File: src/rtl/fsel_wdog_pkg.sv
`timescale 1ns/1ps
package fsel_wdog_pkg;

  // register addresses
  localparam int REG_STRAP = 0;
  localparam int REG_SEL   = 1;
  localparam int REG_WDCTL = 2;

  // field positions
  localparam int SEL_CODE_LSB = 0;
  localparam int SEL_OVR_BIT  = 7;
  localparam int WD_TMO_LSB   = 0;
  localparam int WD_REV_BIT   = 6;
  localparam int WD_ALM_BIT   = 7;

  // strobes from control to datapath
  typedef struct packed {
    logic capture;  // sample straps this cycle
    logic wrSel;    // register 1 write
    logic wrWd;     // register 2 write
    logic expire;   // watchdog ran out this cycle
  } strobe_t;

endpackage

File: src/rtl/fsel_wdog_ctrl.sv
`timescale 1ns/1ps
module fsel_wdog_ctrl
  import fsel_wdog_pkg::*;
#(
  parameter int ADDR_W = 2,
  parameter int TMO_W  = 4
) (
  input  logic              clk,
  input  logic              rstN,
  input  logic              secTick,
  input  logic              wrEn,
  input  logic [ADDR_W-1:0] regAddr,
  input  logic [TMO_W-1:0]  tmoIn,
  output strobe_t           strb,
  output logic              capDone,
  output logic              restartPulse
);

  localparam logic [ADDR_W-1:0] A_SEL   = ADDR_W'(REG_SEL);
  localparam logic [ADDR_W-1:0] A_WDCTL = ADDR_W'(REG_WDCTL);
  localparam logic [TMO_W-1:0]  ONE     = TMO_W'(1);

  logic [TMO_W-1:0] cntQ;
  logic             wdWrite;
  logic             selWrite;
  logic             lastSec;

  assign wdWrite  = wrEn && (regAddr == A_WDCTL);
  assign selWrite = wrEn && (regAddr == A_SEL);
  assign lastSec  = secTick && (cntQ == ONE);

  always_comb begin
    strb.capture = !capDone;
    strb.wrSel   = selWrite;
    strb.wrWd    = wdWrite;
    strb.expire  = lastSec && !wdWrite;   // a timeout write takes precedence
  end

  always_ff @(posedge clk or negedge rstN) begin
    if (!rstN) begin
      capDone <= 1'b0;
    end else begin
      capDone <= 1'b1;
    end
  end

  always_ff @(posedge clk or negedge rstN) begin
    if (!rstN) begin
      cntQ <= '0;
    end else if (wdWrite) begin
      cntQ <= tmoIn;
    end else if (secTick && (cntQ != '0)) begin
      cntQ <= cntQ - ONE;
    end
  end

  always_ff @(posedge clk or negedge rstN) begin
    if (!rstN) begin
      restartPulse <= 1'b0;
    end else begin
      restartPulse <= strb.expire;
    end
  end

endmodule

File: src/rtl/fsel_wdog_dp.sv
`timescale 1ns/1ps
module fsel_wdog_dp
  import fsel_wdog_pkg::*;
#(
  parameter int ADDR_W = 2,
  parameter int DATA_W = 8,
  parameter int CODE_W = 5,
  parameter int TMO_W  = 4
) (
  input  logic              clk,
  input  logic              rstN,
  input  strobe_t           strb,
  input  logic [CODE_W-1:0] strapIn,
  input  logic [CODE_W-1:0] codeIn,
  input  logic              ovrIn,
  input  logic [TMO_W-1:0]  tmoIn,
  input  logic              revIn,
  input  logic [ADDR_W-1:0] regAddr,
  output logic [DATA_W-1:0] rdData,
  output logic [CODE_W-1:0] freqCode,
  output logic [CODE_W-1:0] strapQ,
  output logic [CODE_W-1:0] swCodeQ,
  output logic              overrideQ,
  output logic              revertQ,
  output logic              alarmQ,
  output logic [TMO_W-1:0]  tmoQ
);

  localparam logic [ADDR_W-1:0] A_STRAP = ADDR_W'(REG_STRAP);
  localparam logic [ADDR_W-1:0] A_SEL   = ADDR_W'(REG_SEL);
  localparam logic [ADDR_W-1:0] A_WDCTL = ADDR_W'(REG_WDCTL);

  // strap capture, once per reset
  always_ff @(posedge clk or negedge rstN) begin
    if (!rstN) begin
      strapQ <= '0;
    end else if (strb.capture) begin
      strapQ <= strapIn;
    end
  end

  // software select register
  always_ff @(posedge clk or negedge rstN) begin
    if (!rstN) begin
      swCodeQ <= '0;
    end else if (strb.wrSel) begin
      swCodeQ <= codeIn;
    end
  end

  // override: hardware revert beats a software write
  always_ff @(posedge clk or negedge rstN) begin
    if (!rstN) begin
      overrideQ <= 1'b0;
    end else if (strb.expire && !revertQ) begin
      overrideQ <= 1'b0;
    end else if (strb.wrSel) begin
      overrideQ <= ovrIn;
    end
  end

  // watchdog control register
  always_ff @(posedge clk or negedge rstN) begin
    if (!rstN) begin
      tmoQ    <= '0;
      revertQ <= 1'b0;
    end else if (strb.wrWd) begin
      tmoQ    <= tmoIn;
      revertQ <= revIn;
    end
  end

  // sticky alarm
  always_ff @(posedge clk or negedge rstN) begin
    if (!rstN) begin
      alarmQ <= 1'b0;
    end else if (strb.wrWd && (tmoIn == '0)) begin
      alarmQ <= 1'b0;
    end else if (strb.expire) begin
      alarmQ <= 1'b1;
    end
  end

  assign freqCode = overrideQ ? swCodeQ : strapQ;

  always_comb begin
    rdData = '0;
    case (regAddr)
      A_STRAP: rdData[CODE_W-1:0] = strapQ;
      A_SEL: begin
        rdData[SEL_CODE_LSB +: CODE_W] = swCodeQ;
        rdData[SEL_OVR_BIT]            = overrideQ;
      end
      A_WDCTL: begin
        rdData[WD_TMO_LSB +: TMO_W] = tmoQ;
        rdData[WD_REV_BIT]          = revertQ;
        rdData[WD_ALM_BIT]          = alarmQ;
      end
      default: rdData = '0;
    endcase
  end

endmodule

File: src/rtl/fsel_wdog.sv
`timescale 1ns/1ps
module fsel_wdog
  import fsel_wdog_pkg::*;
#(
  parameter int ADDR_W = 2,
  parameter int DATA_W = 8,
  parameter int CODE_W = 5,
  parameter int TMO_W  = 4
) (
  input  logic              clk,
  input  logic              rstN,
  input  logic [CODE_W-1:0] strapIn,
  input  logic              secTick,
  input  logic              wrEn,
  input  logic [ADDR_W-1:0] regAddr,
  input  logic [DATA_W-1:0] wrData,
  output logic [DATA_W-1:0] rdData,
  output logic [CODE_W-1:0] freqCode,
  output logic              restartPulse
);

  strobe_t           strb;
  logic              capDone;
  logic [CODE_W-1:0] strapQ;
  logic [CODE_W-1:0] swCodeQ;
  logic              overrideQ;
  logic              revertQ;
  logic              alarmQ;
  logic [TMO_W-1:0]  tmoQ;
  logic [TMO_W-1:0]  tmoIn;
  logic              unusedWr;

  assign tmoIn    = wrData[WD_TMO_LSB +: TMO_W];
  assign unusedWr = ^wrData;

  fsel_wdog_ctrl #(.ADDR_W(ADDR_W), .TMO_W(TMO_W)) u_ctrl (
    .clk          (clk),
    .rstN         (rstN),
    .secTick      (secTick),
    .wrEn         (wrEn),
    .regAddr      (regAddr),
    .tmoIn        (tmoIn),
    .strb         (strb),
    .capDone      (capDone),
    .restartPulse (restartPulse)
  );

  fsel_wdog_dp #(.ADDR_W(ADDR_W), .DATA_W(DATA_W), .CODE_W(CODE_W), .TMO_W(TMO_W)) u_dp (
    .clk       (clk),
    .rstN      (rstN),
    .strb      (strb),
    .strapIn   (strapIn),
    .codeIn    (wrData[SEL_CODE_LSB +: CODE_W]),
    .ovrIn     (wrData[SEL_OVR_BIT]),
    .tmoIn     (tmoIn),
    .revIn     (wrData[WD_REV_BIT]),
    .regAddr   (regAddr),
    .rdData    (rdData),
    .freqCode  (freqCode),
    .strapQ    (strapQ),
    .swCodeQ   (swCodeQ),
    .overrideQ (overrideQ),
    .revertQ   (revertQ),
    .alarmQ    (alarmQ),
    .tmoQ      (tmoQ)
  );

endmodule

File: config.mk
export PLATFORM = sky130hd
export DESIGN_NAME = fsel_wdog
export DESIGN_NICKNAME = d
export VERILOG_FILES = /design/src/rtl/fsel_wdog_pkg.sv /design/src/rtl/fsel_wdog_ctrl.sv /design/src/rtl/fsel_wdog_dp.sv /design/src/rtl/fsel_wdog.sv
export SDC_FILE = /design/constraint.sdc
export NUM_CORES = 1
export LEC_CHECK = 0
export BUFFER_PORTS_ARGS = -buffer_cell sky130_fd_sc_hd__clkbuf_2
export CAP_MARGIN = 0
export CORE_MARGIN = 3
export CORE_UTILIZATION = 57
export CTS_BUF_LIST = sky130_fd_sc_hd__clkbuf_8
export DETAILED_ROUTE_END_ITERATION = 12
export GPL_TIMING_DRIVEN = 0
export HOLD_SLACK_MARGIN = 0.08
export PLACE_DENSITY_LB_ADDON = 0.3
export SLEW_MARGIN = 30
export SYNTH_ARGS = -nofsm -noshare
export SYNTH_HDL_FRONTEND = slang
export SYNTH_SLANG_ARGS = --single-unit
File: constraint.sdc
create_clock -name clk -period 2.4 [get_ports clk]
set_input_delay 0.24 -clock clk [delete_from_list [all_inputs] [get_ports clk]]
set_output_delay 0.24 -clock clk [all_outputs]
set_load 0.02 [all_outputs]
# Word-level counts from Yosys, hierarchy flattened
# Index checks and enable logic that the tools add are counted.
# totals
ff_bits	23
input_bits	19
output_inout_bits	14
word_cells	39
# op_classes
add_sub_neg	1
n_eq_ne	3
n_mux	11
reduce_logical	15
# op_table
op	n
4-bit case mux with 3 select lines	1
4-bit two-way mux	2
1-bit logical AND	7
2-bit nonzero test	3
1-bit two-way mux	5
5-bit two-way mux	1
4-bit by 1-bit == test with 1-bit output (second input constant)	1
4-bit logical NOT	1
1-bit case mux with 2 select lines	2
4-bit nonzero test	1
4-bit by 1-bit subtractor with 4-bit output (second input constant)	1
2-bit by 1-bit == test with 1-bit output (second input constant)	1
2-bit == test (second input constant)	1
1-bit logical NOT	2
2-bit logical NOT	1

# Logic depth before layout (Yosys ltp)
# logic_depth
ltp_word	6
mapped_depth	7
mapped_depth_nobuf	5

# Cells and area by module
# From an unflattened synthesis, not the netlist that was laid out.
# hier_totals
cells_unflattened	105
hier_area_um2	1301.2
# modules_own_cells
mod	n_inst	cells_each	area_per_inst_um2	seq_area_each_um2
fsel_wdog_dp	1	67	922.1	425.4
fsel_wdog_ctrl	1	38	379.1	150.1

# Worst setup path before layout
# OpenSTA, ideal clock, no wires.
# synth_path
kind	reg2reg
startpoint	register u_ctrl.cntQ[0]
endpoint	register u_ctrl.cntQ[0]
arrival_time_ns	1.362
t_required_ns	2.318
slack_ns	0.956
stages_incl_launch_ff	6
n_path_buf	0
synth_period_minus_slack_ns	1.444
path_cell_list	dfrtp_1 > inv_1 > ha_1 > or3b_4 > a21o_1 > a31oi_1
# synth_via
elab_chain_len	3
# synth_lines
item	line	rtl
start, declared	fsel_wdog_ctrl.sv:23	logic [TMO_W-1:0] cntQ;
start signal, assigned	fsel_wdog_ctrl.sv:51	cntQ <= tmoIn;
start signal, assigned	fsel_wdog_ctrl.sv:53	cntQ <= cntQ - ONE;
4-bit by 1-bit subtractor with 4-bit output or 4-bit nonzero test (tied branches)	fsel_wdog_ctrl.sv:53, fsel_wdog_ctrl.sv:52	
4-bit two-way mux or 1-bit logical AND (tied branches)	fsel_wdog_ctrl.sv:52	end else if (secTick && (cntQ != '0)) begin
4-bit two-way mux or 2-bit nonzero test (tied branches)	-	
# Several ways; a longest one is shown, not always the timed one. The select of a mux whose other input is x is not followed.
# A chain may end at the register's enable or synchronous reset.

# Worst setup path after layout
# layout_path
startpoint	register u_dp.overrideQ
endpoint	output port freqCode[3]
# layout_via
elab_chain_len	1
# layout_lines
item	line	rtl
start, declared	fsel_wdog_dp.sv:23	output logic overrideQ,
start signal, assigned	fsel_wdog_dp.sv:58	overrideQ <= ovrIn;
5-bit two-way mux	fsel_wdog_dp.sv:84	assign freqCode = overrideQ ? swCodeQ : strapQ;
end, declared	fsel_wdog.sv:18	output logic [CODE_W-1:0] freqCode,
# No other way between the ends.

==> results_dict.tcl <==
set metrics [dict create \
    drt-total-wl_um 2510 \
    ys.flop_type "dfrtp_1" \
    tightest_slew_ns 0.557 \
    worstHoldPathCells 3 \
    leakagePower_nw 0.712 \
    antenna_found_initial 0 \
    first_global_vias 852 \
    placed_area_um2 1390 \
    async_reset_ff_share_pct 100 \
    yosysWarnings 0 \
    critPathKind "reg -> out" \
    outcome "finished clean" \
    end_kind "primary output" \
    worstHoldStart "wrData[6]" \
    rrSetupSlack_ns 0.82 \
    cp_max_fo 7 \
    slowest_delay_ns 0.39 \
    ir_worst_vdd_mv 0.613 \
    tns_ns 0 \
    hold_slack_ns 0.180 \
    setup_viol 0 \
    rsz0062_at_grt "false" \
    clock_path_buffers 2 \
    drv_cap 0 \
    wl_per_cell_um 15.2 \
    stdcell_area_um2 1450 \
    fp.dieW_um 52.1 \
    clk_pin_slew_ns 0.08 \
    synth.distinct_cells 31 \
    ys_ff_latch 23 \
    area_growth_pct 19.3 \
    reg2reg_from "u_ctrl.cntQ[0]" \
    post_drt_via_cell_ratio 5.33 \
    drt-initial-drc-count 25 \
    cp_slowest_cell "mux2_1" \
    post_cts_buffers 0 \
    tritoncts "yes" \
    crit_chain "clkbuf_1, mux2_1, clkbuf_2" \
    num_io_pins 33 \
    finish.utilization_pct 72.9 \
    rr_worst_depth 5 \
    synth_top_cells_by_count "dfrtp_1 (23), mux2_1 (15), nand2_1 (9), nor2_1 (8), ha_1 (6)" \
    cp.arrival_ns 1.53 \
    synth.most_common_cell "dfrtp_1" \
    cts_inserted_buffers 3 \
    gp_congestion 0.807 \
    critPathRequiredTime_ns 2.16 \
    ys_seq_area_share_pct 47.5 \
    grt_max_degree 24 \
    insertedDiodeCount 0 \
    vias 880 \
    synth_cells 104 \
    slew_headroom_pct 62.8 \
    drive_gt1_share_pct 32.6 \
    finClkSkew_ns 0.00147 \
    grtUsageTotal_pct 20.5 \
    synth_top_cell_by_area "dfrtp_1" \
    worstHoldPathType "in -> reg" \
    start_util_pct 61.1 \
    r2r-end "u_ctrl.cntQ[1]" \
    row_count 16 \
    grt_pass1_wl_um 3980 \
    power_density_nw_per_um2 812 \
    insertion_delay_ns 0.27 \
    first_pass_iters 4 \
    critPathLaunchType "flip-flop" \
    grt-ovfl-total 0 \
    synth_edf_count 0 \
    num-nets-final 164 \
    ys_top_cells_by_area "dfrtp_1 (48%), mux2_1 (14%), ha_1 (6.2%), a222oi_1 (3.3%), nand2_1 (2.8%)" \
    fin_crit_ns 1.77 \
    fp.dieArea_um2 2710 \
    avgSynthCellArea_um2 11.6 \
    hpwl_um 1870 \
    fp.dieH_um 52.1 \
    synth_nets 129 \
    max_freq_mhz 566 \
    final_hold_viol_count 0 \
    cts_sinks 23 \
    setup_ws_ns 0.632 \
    final_antenna_net_count 0 \
    slew_viol_final 0 \
    core_area_um2 1980 \
    synth_top_area_share_pct 47.5 \
    drc_errors 0 \
    hold_end "u_dp.revertQ" \
    port_buffers 29 \
    syn_area_um2 1210 \
    timing.final.crit_share_pct 73.7 \
    htreeDepth 1 \
    pre_cts_slack_ns 0.766 \
    cts_root_buffer "clkbuf_8" \
]
## worst max-delay path by stage
stage          slack (ns)        endpoint  cells after the start            from
2_1_floorplan        0.96  u_ctrl.cntQ[0]                      5  u_ctrl.cntQ[0]
3_3_place_gp         0.85  u_dp.overrideQ                      8      regAddr[0]
3_5_place_dp         0.77  u_dp.overrideQ                      8      regAddr[0]
4_1_cts              0.64     freqCode[3]                      3  u_dp.overrideQ
5_1_grt              0.58     freqCode[3]                      3  u_dp.overrideQ
6_report             0.63     freqCode[3]                      3  u_dp.overrideQ
## cells by family after synthesis
logic type	after synthesis	share of synthesized area, %
adder cells (fa/ha/maj)	6	6.20
AO/OA/AOI/OAI	16	10.3
buffers and inverters	11	5.17
multiplexers	20	18.4
AND/OR/NAND/NOR	26	11.8
flip-flops	23	47.5
other	2	0.620
## cell type report
type,instances,area [um2]
timing repair buffer,30,155
clock buffer,3,41.3
multi-input combinational,70,573
tap,27,33.8
clock inverter,1,3.75
buffer,6,43.8
sequential,23,576
fill,144,537
inverter,5,18.8
## through the flow
step	power, mW	std cells
global placement	0.912	160
finish	1.17	165
global route	1.24	165
CTS	1.18	165
detailed placement	0.937	160
floorplan	0.815	104
## layout by cell type, fill, tap and decap left out, types with 3 or more instances in the layout
cell type  count
clkbuf_2      29
a222oi_1       4
inv_1          6
mux2_2         3
ha_1           6
nand2_1        9
mux2_1        15
nor2_1         8
dfrtp_1       23
clkbuf_8       3
a21oi_1        3
## worst max-delay path, delay by kind of cell, from the launching register on
family,cells,cell delay (ns)
flip-flops,1,0.34
multiplexers,1,0.39
buffers and inverters,2,0.53
## state kept, by name, summed over array words and instances, names as in the netlist
name,count
u_ctrl.restartPulse,1
u_dp.overrideQ,1
u_ctrl.capDone,1
u_dp.swCodeQ,5
u_dp.tmoQ,4
u_dp.revertQ,1
u_dp.alarmQ,1
u_ctrl.cntQ,4
u_dp.strapQ,5
## report_power, final
| part | internal, mW | switching (mW) |
|---|---|---|
| Combinational | 0.175 | 0.206 |
| Clock | 0.115 | 0.125 |
| Sequential | 0.475 | 0.0782 |
| Total | 0.765 | 0.409 |
## what timing repair did
| item | 4_1_cts | 5_1_grt |
|---|---|---|
| hold endpoints to repair | 23 | 0 |
| gates resized for setup | 0 | 0 |
| hold buffers | 1 | 0 |
## routing by layer
layer	GRT usage, %	share of wire, %
met1	27.9	46
met2	31.8	47
met3	4.30	5.2
met4	7.86	1.3
met5	0	0
(Power assumes the default switching activity.)
